File: config.mk
export PLATFORM = sky130hd
export DESIGN_NAME = sclk_cs_sequencer
export DESIGN_NICKNAME = d
export VERILOG_FILES = /design/src/rtl/sclk_cs_pkg.sv /design/src/rtl/cs_pattern.sv /design/src/rtl/gap_timer.sv /design/src/rtl/sclk_edge_gen.sv /design/src/rtl/sclk_cs_sequencer.sv
export SDC_FILE = /design/constraint.sdc
export NUM_CORES = 1
export LEC_CHECK = 0
export ABC_AREA = 0
export BUFFER_PORTS_ARGS = -buffer_cell sky130_fd_sc_hd__buf_2
export CAP_MARGIN = 40
export CORE_UTILIZATION = 25
export DETAILED_ROUTE_END_ITERATION = 7
export GPL_TIMING_DRIVEN = 0
export RECOVER_POWER = 25
export SYNTH_ARGS = -nofsm -noshare
export SYNTH_HDL_FRONTEND = slang
export SYNTH_SLANG_ARGS = --single-unit
File: constraint.sdc
create_clock -name clk_i -period 6.52 [get_ports clk_i]
set_input_delay 0 -clock clk_i [delete_from_list [all_inputs] [get_ports clk_i]]
set_output_delay 0 -clock clk_i [all_outputs]
set_load 0.05 [all_outputs]
File: src/rtl/sclk_cs_pkg.sv
`timescale 1ns/1ps
package sclk_cs_pkg;
  typedef enum logic [2:0] {
    ST_IDLE  = 3'd0,
    ST_WAIT  = 3'd1,
    ST_SETUP = 3'd2,
    ST_XFER  = 3'd3,
    ST_HOLD  = 3'd4
  } seq_st_e;
endpackage

File: src/rtl/cs_pattern.sv
`timescale 1ns/1ps
module cs_pattern #(
  parameter int CS_W = 4
) (
  input  logic            decode_i,
  input  logic [CS_W-1:0] sel_i,
  output logic [CS_W-1:0] pat_o
);
  localparam int IDX_W = (CS_W > 1) ? $clog2(CS_W) : 1;

  logic [IDX_W-1:0] idx;
  assign idx = sel_i[IDX_W-1:0];

  for (genvar k = 0; k < CS_W; k++) begin : g_bit
    assign pat_o[k] = decode_i ? sel_i[k] : (idx != IDX_W'(k));
  end
endmodule

File: src/rtl/gap_timer.sv
`timescale 1ns/1ps
module gap_timer #(
  parameter int DLY_W = 8
) (
  input  logic             clk_i,
  input  logic             rst_ni,
  input  logic             cs_act_i,
  input  logic [DLY_W-1:0] need_i,
  output logic             ready_o
);
  logic [DLY_W-1:0] hi_q;
  logic [DLY_W:0]   hi_p1;

  assign hi_p1   = (DLY_W+1)'(hi_q) + (DLY_W+1)'(1);
  assign ready_o = hi_p1 >= (DLY_W+1)'(need_i);

  // starts saturated so the first select after reset is not held off
  always_ff @(posedge clk_i or negedge rst_ni) begin
    if (!rst_ni)        hi_q <= '1;
    else if (cs_act_i)  hi_q <= '0;
    else if (hi_q != '1) hi_q <= hi_q + 1'b1;
  end

  p_gap_r9: assert property (@(posedge clk_i) disable iff (!rst_ni)
    $rose(cs_act_i) |-> $past(ready_o));
endmodule

File: src/rtl/sclk_edge_gen.sv
`timescale 1ns/1ps
module sclk_edge_gen #(
  parameter int DIV_W = 4,
  parameter int EC_W  = 9
) (
  input  logic             clk_i,
  input  logic             rst_ni,
  input  logic             run_i,
  input  logic             cpol_i,
  input  logic             cpha_i,
  input  logic [DIV_W-1:0] half_i,
  input  logic [EC_W-1:0]  nedge_i,
  output logic             sclk_o,
  output logic             shift_o,
  output logic             sample_o,
  output logic             last_o
);
  logic [DIV_W-1:0] hc_q;
  logic [EC_W-1:0]  ec_q;
  logic             ph_q, shift_q, sample_q;
  logic             tog, lead;

  assign tog    = run_i && (hc_q == half_i);
  assign lead   = ~ph_q;
  assign last_o = tog && (ec_q == nedge_i - EC_W'(1));

  always_ff @(posedge clk_i or negedge rst_ni) begin
    if (!rst_ni) begin
      hc_q <= '0; ec_q <= '0; ph_q <= 1'b0;
      shift_q <= 1'b0; sample_q <= 1'b0;
    end else if (!run_i) begin
      hc_q <= '0; ec_q <= '0; ph_q <= 1'b0;
      shift_q <= 1'b0; sample_q <= 1'b0;
    end else if (tog) begin
      hc_q     <= '0;
      ec_q     <= ec_q + 1'b1;
      ph_q     <= ~ph_q;
      sample_q <= lead ^ cpha_i;
      // mode 0 presents the first bit at select, so no shift after the final edge
      shift_q  <= cpha_i ? lead : (~lead && !last_o);
    end else begin
      hc_q     <= hc_q + 1'b1;
      shift_q  <= 1'b0;
      sample_q <= 1'b0;
    end
  end

  assign sclk_o   = cpol_i ^ ph_q;
  assign shift_o  = shift_q;
  assign sample_o = sample_q;

  p_strobe_excl_r3: assert property (@(posedge clk_i) disable iff (!rst_ni)
    !(shift_q && sample_q));
endmodule

File: src/rtl/sclk_cs_sequencer.sv
`timescale 1ns/1ps
module sclk_cs_sequencer
  import sclk_cs_pkg::*;
#(
  parameter int DIV_W = 4,
  parameter int DLY_W = 8,
  parameter int CNT_W = 4,
  parameter int CS_W  = 4
) (
  input  logic               clk_i,
  input  logic               rst_ni,
  input  logic               enable_i,
  input  logic [DIV_W-1:0]   baud_i,
  input  logic               cpol_i,
  input  logic               cpha_i,
  input  logic               decode_i,
  input  logic [CS_W-1:0]    cs_sel_i,
  input  logic [4*DLY_W-1:0] delay_i,
  input  logic               req_i,
  input  logic [CNT_W-1:0]   nbytes_i,
  output logic               sclk_o,
  output logic [CS_W-1:0]    cs_no,
  output logic               shift_o,
  output logic               sample_o,
  output logic               done_o,
  output logic               idle_o
);
  localparam int EC_W = CNT_W + 5;

  seq_st_e            state_q;
  logic [DIV_W-1:0]   baud_q;
  logic               cpol_q, cpha_q, dec_q;
  logic [CS_W-1:0]    pat_d, pat_q, last_pat_q;
  logic [4*DLY_W-1:0] dly_q;
  logic [CNT_W-1:0]   nb_q;
  logic [DLY_W-1:0]   dcnt_q;
  logic               done_q;

  logic [DLY_W-1:0]   d_slch, d_chsh, d_sd2d, d_shsl, need;
  logic [DLY_W:0]     dcnt_p1;
  logic               setup_ok, hold_ok, ready, last_edge, cs_on;
  logic [EC_W-1:0]    nedge;

  assign d_slch = dly_q[DLY_W-1:0];
  assign d_chsh = dly_q[2*DLY_W-1:DLY_W];
  assign d_sd2d = dly_q[3*DLY_W-1:2*DLY_W];
  assign d_shsl = dly_q[4*DLY_W-1:3*DLY_W];

  assign dcnt_p1  = (DLY_W+1)'(dcnt_q) + (DLY_W+1)'(1);
  assign setup_ok = dcnt_p1 >= (DLY_W+1)'(d_slch);
  assign hold_ok  = dcnt_p1 >= (DLY_W+1)'(d_chsh);
  assign need     = (pat_q == last_pat_q) ? d_shsl : d_sd2d;
  assign nedge    = (EC_W'(nb_q) + EC_W'(1)) << 4;
  assign cs_on    = (state_q == ST_SETUP) || (state_q == ST_XFER) || (state_q == ST_HOLD);

  cs_pattern #(.CS_W(CS_W)) u_pat (
    .decode_i (decode_i),
    .sel_i    (cs_sel_i),
    .pat_o    (pat_d)
  );

  gap_timer #(.DLY_W(DLY_W)) u_gap (
    .clk_i    (clk_i),
    .rst_ni   (rst_ni),
    .cs_act_i (cs_on),
    .need_i   (need),
    .ready_o  (ready)
  );

  sclk_edge_gen #(.DIV_W(DIV_W), .EC_W(EC_W)) u_edge (
    .clk_i    (clk_i),
    .rst_ni   (rst_ni),
    .run_i    (state_q == ST_XFER),
    .cpol_i   (cpol_q),
    .cpha_i   (cpha_q),
    .half_i   (baud_q),
    .nedge_i  (nedge),
    .sclk_o   (sclk_o),
    .shift_o  (shift_o),
    .sample_o (sample_o),
    .last_o   (last_edge)
  );

  // settings follow the inputs while idle and freeze once a request is taken
  always_ff @(posedge clk_i or negedge rst_ni) begin
    if (!rst_ni) begin
      baud_q <= '0; cpol_q <= 1'b0; cpha_q <= 1'b0; dec_q <= 1'b0;
      pat_q  <= '1; dly_q <= '0; nb_q <= '0;
    end else if (state_q == ST_IDLE) begin
      baud_q <= baud_i; cpol_q <= cpol_i; cpha_q <= cpha_i; dec_q <= decode_i;
      pat_q  <= pat_d;  dly_q  <= delay_i; nb_q <= nbytes_i;
    end
  end

  always_ff @(posedge clk_i or negedge rst_ni) begin
    if (!rst_ni) begin
      state_q    <= ST_IDLE;
      dcnt_q     <= '0;
      done_q     <= 1'b0;
      last_pat_q <= '1;
    end else begin
      done_q <= 1'b0;
      unique case (state_q)
        ST_IDLE:  if (enable_i && req_i) state_q <= ST_WAIT;
        ST_WAIT:  if (ready) begin state_q <= ST_SETUP; dcnt_q <= '0; end
        ST_SETUP: if (setup_ok) state_q <= ST_XFER;
                  else dcnt_q <= dcnt_q + 1'b1;
        ST_XFER:  if (last_edge) begin state_q <= ST_HOLD; dcnt_q <= '0; end
        ST_HOLD:  if (hold_ok) begin
                    state_q    <= ST_IDLE;
                    done_q     <= 1'b1;
                    last_pat_q <= pat_q;
                  end else dcnt_q <= dcnt_q + 1'b1;
        default:  state_q <= ST_IDLE;
      endcase
    end
  end

  assign cs_no  = cs_on ? pat_q : '1;
  assign done_o = done_q;
  assign idle_o = (state_q == ST_IDLE);

  p_sclk_rest_r2: assert property (@(posedge clk_i) disable iff (!rst_ni)
    !cs_on |-> (sclk_o == cpol_q));
  p_cs_stable_r13: assert property (@(posedge clk_i) disable iff (!rst_ni)
    (cs_on && $past(cs_on)) |-> $stable(cs_no));
  p_done_rise_r11: assert property (@(posedge clk_i) disable iff (!rst_ni)
    done_o |-> (!cs_on && $past(cs_on)));
  p_onehot_r5: assert property (@(posedge clk_i) disable iff (!rst_ni)
    (cs_on && !dec_q) |-> ($countones(cs_no) == CS_W-1));
  p_strobe_cs_r3: assert property (@(posedge clk_i) disable iff (!rst_ni)
    (shift_o || sample_o) |-> cs_on);
  p_enable_r12: assert property (@(posedge clk_i) disable iff (!rst_ni)
    (idle_o && !enable_i) |=> idle_o);
endmodule

Yosys cells after proc, flatten, opt, wreduce, memory -nomap -nowiden. Index checks and enable logic that the tools add are counted.

Flip-flop bits (word level): 86. Bits in latches: 0. Bits in writable memories: 0. ROM bits: 0. Output and inout bits: 9. Word-level logic and storage cells: 95. Memories kept: 0.

$add $sub $neg: 8. Multipliers: 0. Div/mod/pow operators: 0. $lt $le $gt $ge: 3. Equal/unequal tests: 19. Shift-type cells: 0. Mux-type cells: 32. Bitwise logic cells: 3. Reduce and logical (&&, ||, !) cells: 14.

Operator list (number): 8-bit 2-to-1 mux (7); 8-bit case mux with 4 select lines (1); 9-bit by 8-bit >= comparator with 1-bit output (3); 8-bit by 1-bit adder with 9-bit output, second input constant (2); 9-bit 2-to-1 mux (2); 2-bit inequality test, second input constant (9); 8-bit by 1-bit adder with 8-bit output, second input constant (2); 3-bit 2-to-1 mux (5); 3-bit case mux with 5 select lines (1); 1-bit 2-to-1 mux (13); 4-bit 2-to-1 mux (3); 5-bit AND reduction (2); 9-bit by 1-bit adder with 9-bit output, second input constant (1); 9-bit == test (1); 9-bit by 1-bit subtractor with 9-bit output, second input constant (1); 4-bit == test (2); 8-bit inequality test, second input constant (1); 3-bit by 2-bit == test with 1-bit output, second input constant (2); 4-bit by 1-bit adder with 5-bit output, second input constant (1); 4-bit by 1-bit adder with 4-bit output, second input constant (1); 1-bit logical AND (4); 2-bit by 1-bit inequality test with 1-bit output, second input constant (2); 2-bit nonzero test (2); 4-bit nonzero test (1); 8 further kinds (10).

Depth between registers and ports, before layout.
Depth in word-level cells: 9. Gate-level depth with buffers: 13. Depth with buffers taken out: 12.

Cells and area by module. From an unflattened synthesis, not the netlist that was laid out.

Cells, all modules: 476. Area, all modules: 4998.5 um^2.

By module, submodules not included: sclk_cs_sequencer (times used 1, cells an instance 270, area an instance 3138.0 um^2); sclk_edge_gen (times used 1, cells an instance 126, area an instance 1179.9 um^2); gap_timer (times used 1, cells an instance 72, area an instance 633.1 um^2); cs_pattern (times used 1, cells an instance 8, area an instance 47.5 um^2).

Worst setup path before layout. Ideal clock, no wire load.

Path kind: register to register. From: reg pat_q[1]. To: reg dcnt_q[5]. Setup time: 0.136 ns. Arrival: 3.366 ns. Path slack: 3.018 ns. Cell stages (with the launch flop): 13. Period minus slack after synthesis: 3.502 ns. Cells stage by stage: dfstp_2 xor2_1 nor4_2 mux2_2 ha_1 nand2b_1 a211oi_1 o31ai_1 a2111oi_0 a311o_1 buf_2 o31ai_1 o41ai_2.

Cells in the longest elaborated chain, start to end: 5.

Ends and longest elaborated chain: start: declaration (RTL line sclk_cs_sequencer.sv:33) `logic [CS_W-1:0] pat_d, pat_q, last_pat_q;`; start signal: assignment (RTL line sclk_cs_sequencer.sv:91) `pat_q <= pat_d; dly_q <= delay_i; nb_q <= nbytes_i;`; 4-bit == test (RTL line sclk_cs_sequencer.sv:52) `assign need = (pat_q == last_pat_q) ? d_shsl : d_sd2d;`; 8-bit 2-to-1 mux (RTL line sclk_cs_sequencer.sv:52); 9-bit by 8-bit >= comparator with 1-bit output (RTL line gap_timer.sv:15) `assign ready_o = hi_p1 >= (DLY_W+1)'(need_i);`; 2-bit inequality test (no source line); 5-bit AND reduction (no source line); end signal: assignment (RTL line sclk_cs_sequencer.sv:107) `else dcnt_q <= dcnt_q + 1'b1;`; end signal: assignment (RTL line sclk_cs_sequencer.sv:113) `end else dcnt_q <= dcnt_q + 1'b1;`; end: declaration (RTL line sclk_cs_sequencer.sv:36) `logic [DLY_W-1:0] dcnt_q;`.

Every way passes these cells. A chain may end at the register's enable or synchronous reset.

==> impl_metrics.xml <==
<?xml version="1.0" encoding="UTF-8"?>
<metrics>
  <group name="sta">
    <metric name="final_period_minus_worst_setup_slack" unit="ns">4.286</metric>
    <metric name="timing.final.max_slew_violations" unit="">89</metric>
    <metric name="report.final.hold_viol_count" unit="">0</metric>
    <metric name="setup_viol_count_final" unit="">0</metric>
    <metric name="max-slew-margin-rel" unit="">-0.9902</metric>
    <metric name="setup_total_negative_slack" unit="ns">0</metric>
    <metric name="hold-worst-slack" unit="ns">0.008261</metric>
    <metric name="finalCritPeriodShare" unit="">0.6574</metric>
    <metric name="grt_setup_unrepaired" unit="">no</metric>
    <metric name="finClkSkew" unit="ns">0.01222</metric>
    <metric name="worstMarginPinSlew" unit="ns">2.985</metric>
    <metric name="maxClockFrequency" unit="MHz">233.3</metric>
  </group>
  <group name="synthesis">
    <metric name="synthDominantAreaCellType" unit="">sky130_fd_sc_hd__dfrtp_1</metric>
    <metric name="synthDominantCellAreaShare" unit="">0.3824</metric>
    <metric name="synthesis.area" unit="µm²">4581</metric>
    <metric name="async_reset_ff_frac" unit="">1.000</metric>
    <metric name="ys_warn_count" unit="">0</metric>
    <metric name="postSynthRegisterBits" unit="">86</metric>
    <metric name="synth_top_flop_cell" unit="">sky130_fd_sc_hd__dfrtp_1</metric>
    <metric name="netlist-cell-type-count" unit="">55</metric>
    <metric name="edff_count_synth" unit="">0</metric>
    <metric name="postSynthNetCount" unit="">561</metric>
    <metric name="yosys.cell_count.top_type" unit="">sky130_fd_sc_hd__nand2_1</metric>
    <metric name="syn-instance-count" unit="">481</metric>
    <metric name="fraction_of_the_yosys_area_taken_by_sequential_cells" unit="">0.4742</metric>
    <metric name="syn_area_per_cell" unit="µm²">9.523</metric>
    <metric name="netlist_top_cells_area" unit="">sky130_fd_sc_hd__dfrtp_1 (38%), sky130_fd_sc_hd__dfstp_2 (9.2%), sky130_fd_sc_hd__nand2_1 (9.0%)</metric>
    <metric name="synth.top_cells.by_count" unit="">sky130_fd_sc_hd__nand2_1 (110), sky130_fd_sc_hd__dfrtp_1 (70), sky130_fd_sc_hd__nor2_1 (32), sky130_fd_sc_hd__o21ai_1 (32), sky130_fd_sc_hd__ha_1 (29)</metric>
  </group>
  <group name="clocking">
    <metric name="cts_max_path_buffers" unit="">2</metric>
    <metric name="cts_setup_buffers" unit="">0</metric>
    <metric name="cts_root_buffer" unit="">sky130_fd_sc_hd__clkbuf_16</metric>
    <metric name="tritoncts.num_buffers" unit="">9</metric>
    <metric name="tritoncts_clock_tree" unit="">yes</metric>
    <metric name="ctsHtreeMaxLevel" unit="">3</metric>
    <metric name="clk_pin_slew" unit="ns">0.07</metric>
    <metric name="clkSinkCount" unit="">86</metric>
    <metric name="worst_skew_pair.late_latency" unit="ns">0.35</metric>
  </group>
  <group name="pwr">
    <metric name="largest_voltage_drop_on_the_vdd_net" unit="V">0.0001278</metric>
    <metric name="static-leakage-power" unit="µW">0.002768</metric>
    <metric name="power_density" unit="nW/µm²">182.0</metric>
    <metric name="post-layout-total-power" unit="µW">1082</metric>
  </group>
  <group name="setup_path">
    <metric name="cp.arrival" unit="ns">4.08</metric>
    <metric name="critical_path_class" unit="">in -&gt; async</metric>
    <metric name="critical_path.max_fanout" unit="">54</metric>
    <metric name="worstReg2RegStart" unit="">pat_q[1]</metric>
    <metric name="crit_path_end_kind" unit="">asynchronous set/reset pin</metric>
    <metric name="timing.reg2reg.setup_slack" unit="ns">2.78</metric>
    <metric name="critPathLaunchType" unit="">input pin</metric>
    <metric name="critPathRequiredTime" unit="ns">6.31</metric>
    <metric name="r2r-end" unit="">dcnt_q[5]</metric>
    <metric name="worstRegToRegCells" unit="">13</metric>
    <metric name="critical_path.startpoint" unit="">rst_ni</metric>
  </group>
  <group name="worst_hold_path">
    <metric name="hold_path.class" unit="">in -&gt; reg</metric>
    <metric name="hp-start" unit="">decode_i</metric>
    <metric name="holdPathStages" unit="">3</metric>
    <metric name="whs_endpoint" unit="">pat_q[2]</metric>
  </group>
  <group name="job">
    <metric name="timing.max_cap.violations" unit="">2</metric>
  </group>
  <group name="placement">
    <metric name="detailedPlacementHpwl" unit="µm">7704</metric>
    <metric name="placed_cells_incl_taps" unit="">771</metric>
    <metric name="place.gp.congestion" unit="">0.7503</metric>
    <metric name="placement.io_buffers" unit="">59</metric>
  </group>
  <group name="routing">
    <metric name="route.detailed.vias_per_inst" unit="">4.403</metric>
    <metric name="detail_route.first_pass.iterations" unit="">4</metric>
    <metric name="route.vias.total" unit="">3681</metric>
    <metric name="detailedRoute.firstIterationViolations" unit="">178</metric>
    <metric name="detail_route.drc_violations" unit="">0</metric>
    <metric name="routed_wire_length_per_instance" unit="µm">13.03</metric>
    <metric name="drt-total-wl" unit="µm">10900</metric>
    <metric name="drt.antenna.violating_nets" unit="">0</metric>
  </group>
  <group name="cells_and_area">
    <metric name="layoutNonFillerInstCount" unit="">836</metric>
    <metric name="ant_diodes" unit="">0</metric>
    <metric name="fin_nets" unit="">682</metric>
    <metric name="multi_input_comb_area" unit="µm²">2256</metric>
    <metric name="sequential_cell_area" unit="µm²">2172</metric>
    <metric name="filler_cell_count" unit="">1870</metric>
    <metric name="layout-area-overhead-vs-synth" unit="%">29.80</metric>
    <metric name="fraction_of_layout_cells_with_a_size_suffix_above_1" unit="">0.1763</metric>
  </group>
  <group name="grt">
    <metric name="global_route_wire_length_before_repair" unit="µm">17970</metric>
    <metric name="track_usage" unit="">0.1258</metric>
    <metric name="grt_antenna_before_repair" unit="">0</metric>
    <metric name="grt_pass1_vias" unit="">3645</metric>
    <metric name="globalRouteOverflowTotal" unit="">0</metric>
    <metric name="grt_start_max_net_pins" unit="">55</metric>
  </group>
  <group name="floorplanning">
    <metric name="width_of_the_chip" unit="µm">137.4</metric>
    <metric name="start_util" unit="">0.2550</metric>
    <metric name="fp.dieArea" unit="µm²">18870</metric>
    <metric name="y_dimension_of_the_die" unit="µm">137.4</metric>
    <metric name="core.rowCount" unit="">49</metric>
    <metric name="num_io_pins" unit="">60</metric>
    <metric name="coreArea" unit="µm²">17960</metric>
  </group>
  <group name="status">
    <metric name="outcome" unit="">finished with violations</metric>
    <metric name="failing_checks" unit="">max-capacitance violations, max-slew violations</metric>
  </group>
</metrics>
-- placed cells by master (no fill, tap or decap), types with 3 or more instances in the layout --
cell type,count
sky130_fd_sc_hd__nand2_1,110
sky130_fd_sc_hd__dfrtp_1,70
sky130_fd_sc_hd__buf_2,60
sky130_fd_sc_hd__dlygate4sd3_1,49
sky130_fd_sc_hd__nor2_1,32
sky130_fd_sc_hd__o21ai_1,32
sky130_fd_sc_hd__ha_1,29
sky130_fd_sc_hd__xor2_1,24
sky130_fd_sc_hd__inv_1,18
sky130_fd_sc_hd__dfstp_2,16
sky130_fd_sc_hd__clkbuf_1,15
sky130_fd_sc_hd__nand2b_1,15
sky130_fd_sc_hd__xnor2_1,12
sky130_fd_sc_hd__nand3_1,11
sky130_fd_sc_hd__a21oi_1,11
sky130_fd_sc_hd__mux2i_1,9
sky130_fd_sc_hd__clkbuf_16,9
sky130_fd_sc_hd__nand4_1,6
sky130_fd_sc_hd__nor2b_1,4
sky130_fd_sc_hd__or3_1,4
sky130_fd_sc_hd__and3_1,4
sky130_fd_sc_hd__a211oi_1,4
sky130_fd_sc_hd__nor3_1,4
sky130_fd_sc_hd__mux2_1,4
sky130_fd_sc_hd__and2_1,3
sky130_fd_sc_hd__inv_2,3
sky130_fd_sc_hd__a21o_1,3
sky130_fd_sc_hd__a31oi_1,3
sky130_fd_sc_hd__o21ba_1,3
sky130_fd_sc_hd__clkinv_2,3
-- registers in the layout, summed over array words and instances (netlist names) --
signal           count
baud_q               4
cpha_q               1
cpol_q               1
dcnt_q               8
dly_q               32
done_o               1
last_pat_q           4
nb_q                 4
pat_q                4
state_q              3
u_edge.ec_q          9
u_edge.hc_q          4
u_edge.ph_q          1
u_edge.sample_o      1
u_edge.shift_o       1
u_gap.hi_q           8
-- through the flow --
step                      setup WS (ns)  cell area (µm²)    util
after floorplan                   3.018             4581       -
after global placement            2.365             5162  0.2874
after detailed placement          2.706             5200  0.2895
after CTS                         2.674             5973  0.3325
after global routing              1.402             5946  0.3310
final                             2.234             5946  0.3310
-- critical path: stages --
cell                            delay [ns]
sky130_fd_sc_hd__dlygate4sd3_1        0.52
sky130_fd_sc_hd__clkbuf_1             1.31
sky130_fd_sc_hd__clkbuf_1             2.19
-- power breakdown --
| group | switching (µW) | internal [µW] |
|---|---|---|
| clock | 219 | 279 |
| combinational | 20.5 | 30.4 |
| sequential | 0 | 534 |
| total | 239 | 843 |
-- cell type report --
class | count | area share
Buffer | 17 | 0.01242
Sequential cell | 86 | 0.3653
Clock buffer | 11 | 0.04251
Timing Repair Buffer | 110 | 0.1338
Inverter | 21 | 0.01326
Clock inverter | 5 | 0.005051
Tap cell | 229 | 0.04819
Multi-Input combinational cell | 357 | 0.3794
-- logic make-up after synthesis --
| logic type | after synthesis | synth area share |
|---|---|---|
| muxes | 14 | 0.03196 |
| AOI/OAI and AO/OA | 76 | 0.1090 |
| DFF | 86 | 0.4742 |
| and+or+nand+nor | 201 | 0.1999 |
| xor gates and xnor gates | 37 | 0.07239 |
| adders and majority gates | 29 | 0.07921 |
| buffers and inverters | 38 | 0.03332 |
-- worst max-delay path by stage --
stage | endpoint | cells past startpoint | slack (ns)
after floorplan | dcnt_q[5] | 12 | 3.02
after global placement | dcnt_q[5] | 12 | 2.36
after detailed placement | dcnt_q[5] | 13 | 2.71
after CTS | dcnt_q[5] | 13 | 2.67
after global routing | u_edge.shift_o | 3 | 1.40
final | u_edge.shift_o | 3 | 2.23
-- timing repair --
| action | 4_1_cts | 5_1_grt |
|---|---|---|
| hold buffers | 49 | 0 |
| resized for setup | 0 | 0 |
| hold endpoints to repair | 78 | 0 |
-- routing by layer --
layer,GRT usage,vias up,part of all wire
met5,0,-,0
met2,0.2034,48,0.46
met3,0.02759,11,0.029
met4,0.04396,0,0.014
met1,0.1649,1757,0.50
li1,-,1865,-
No activity file was read; power rests on OpenSTA's default activity.
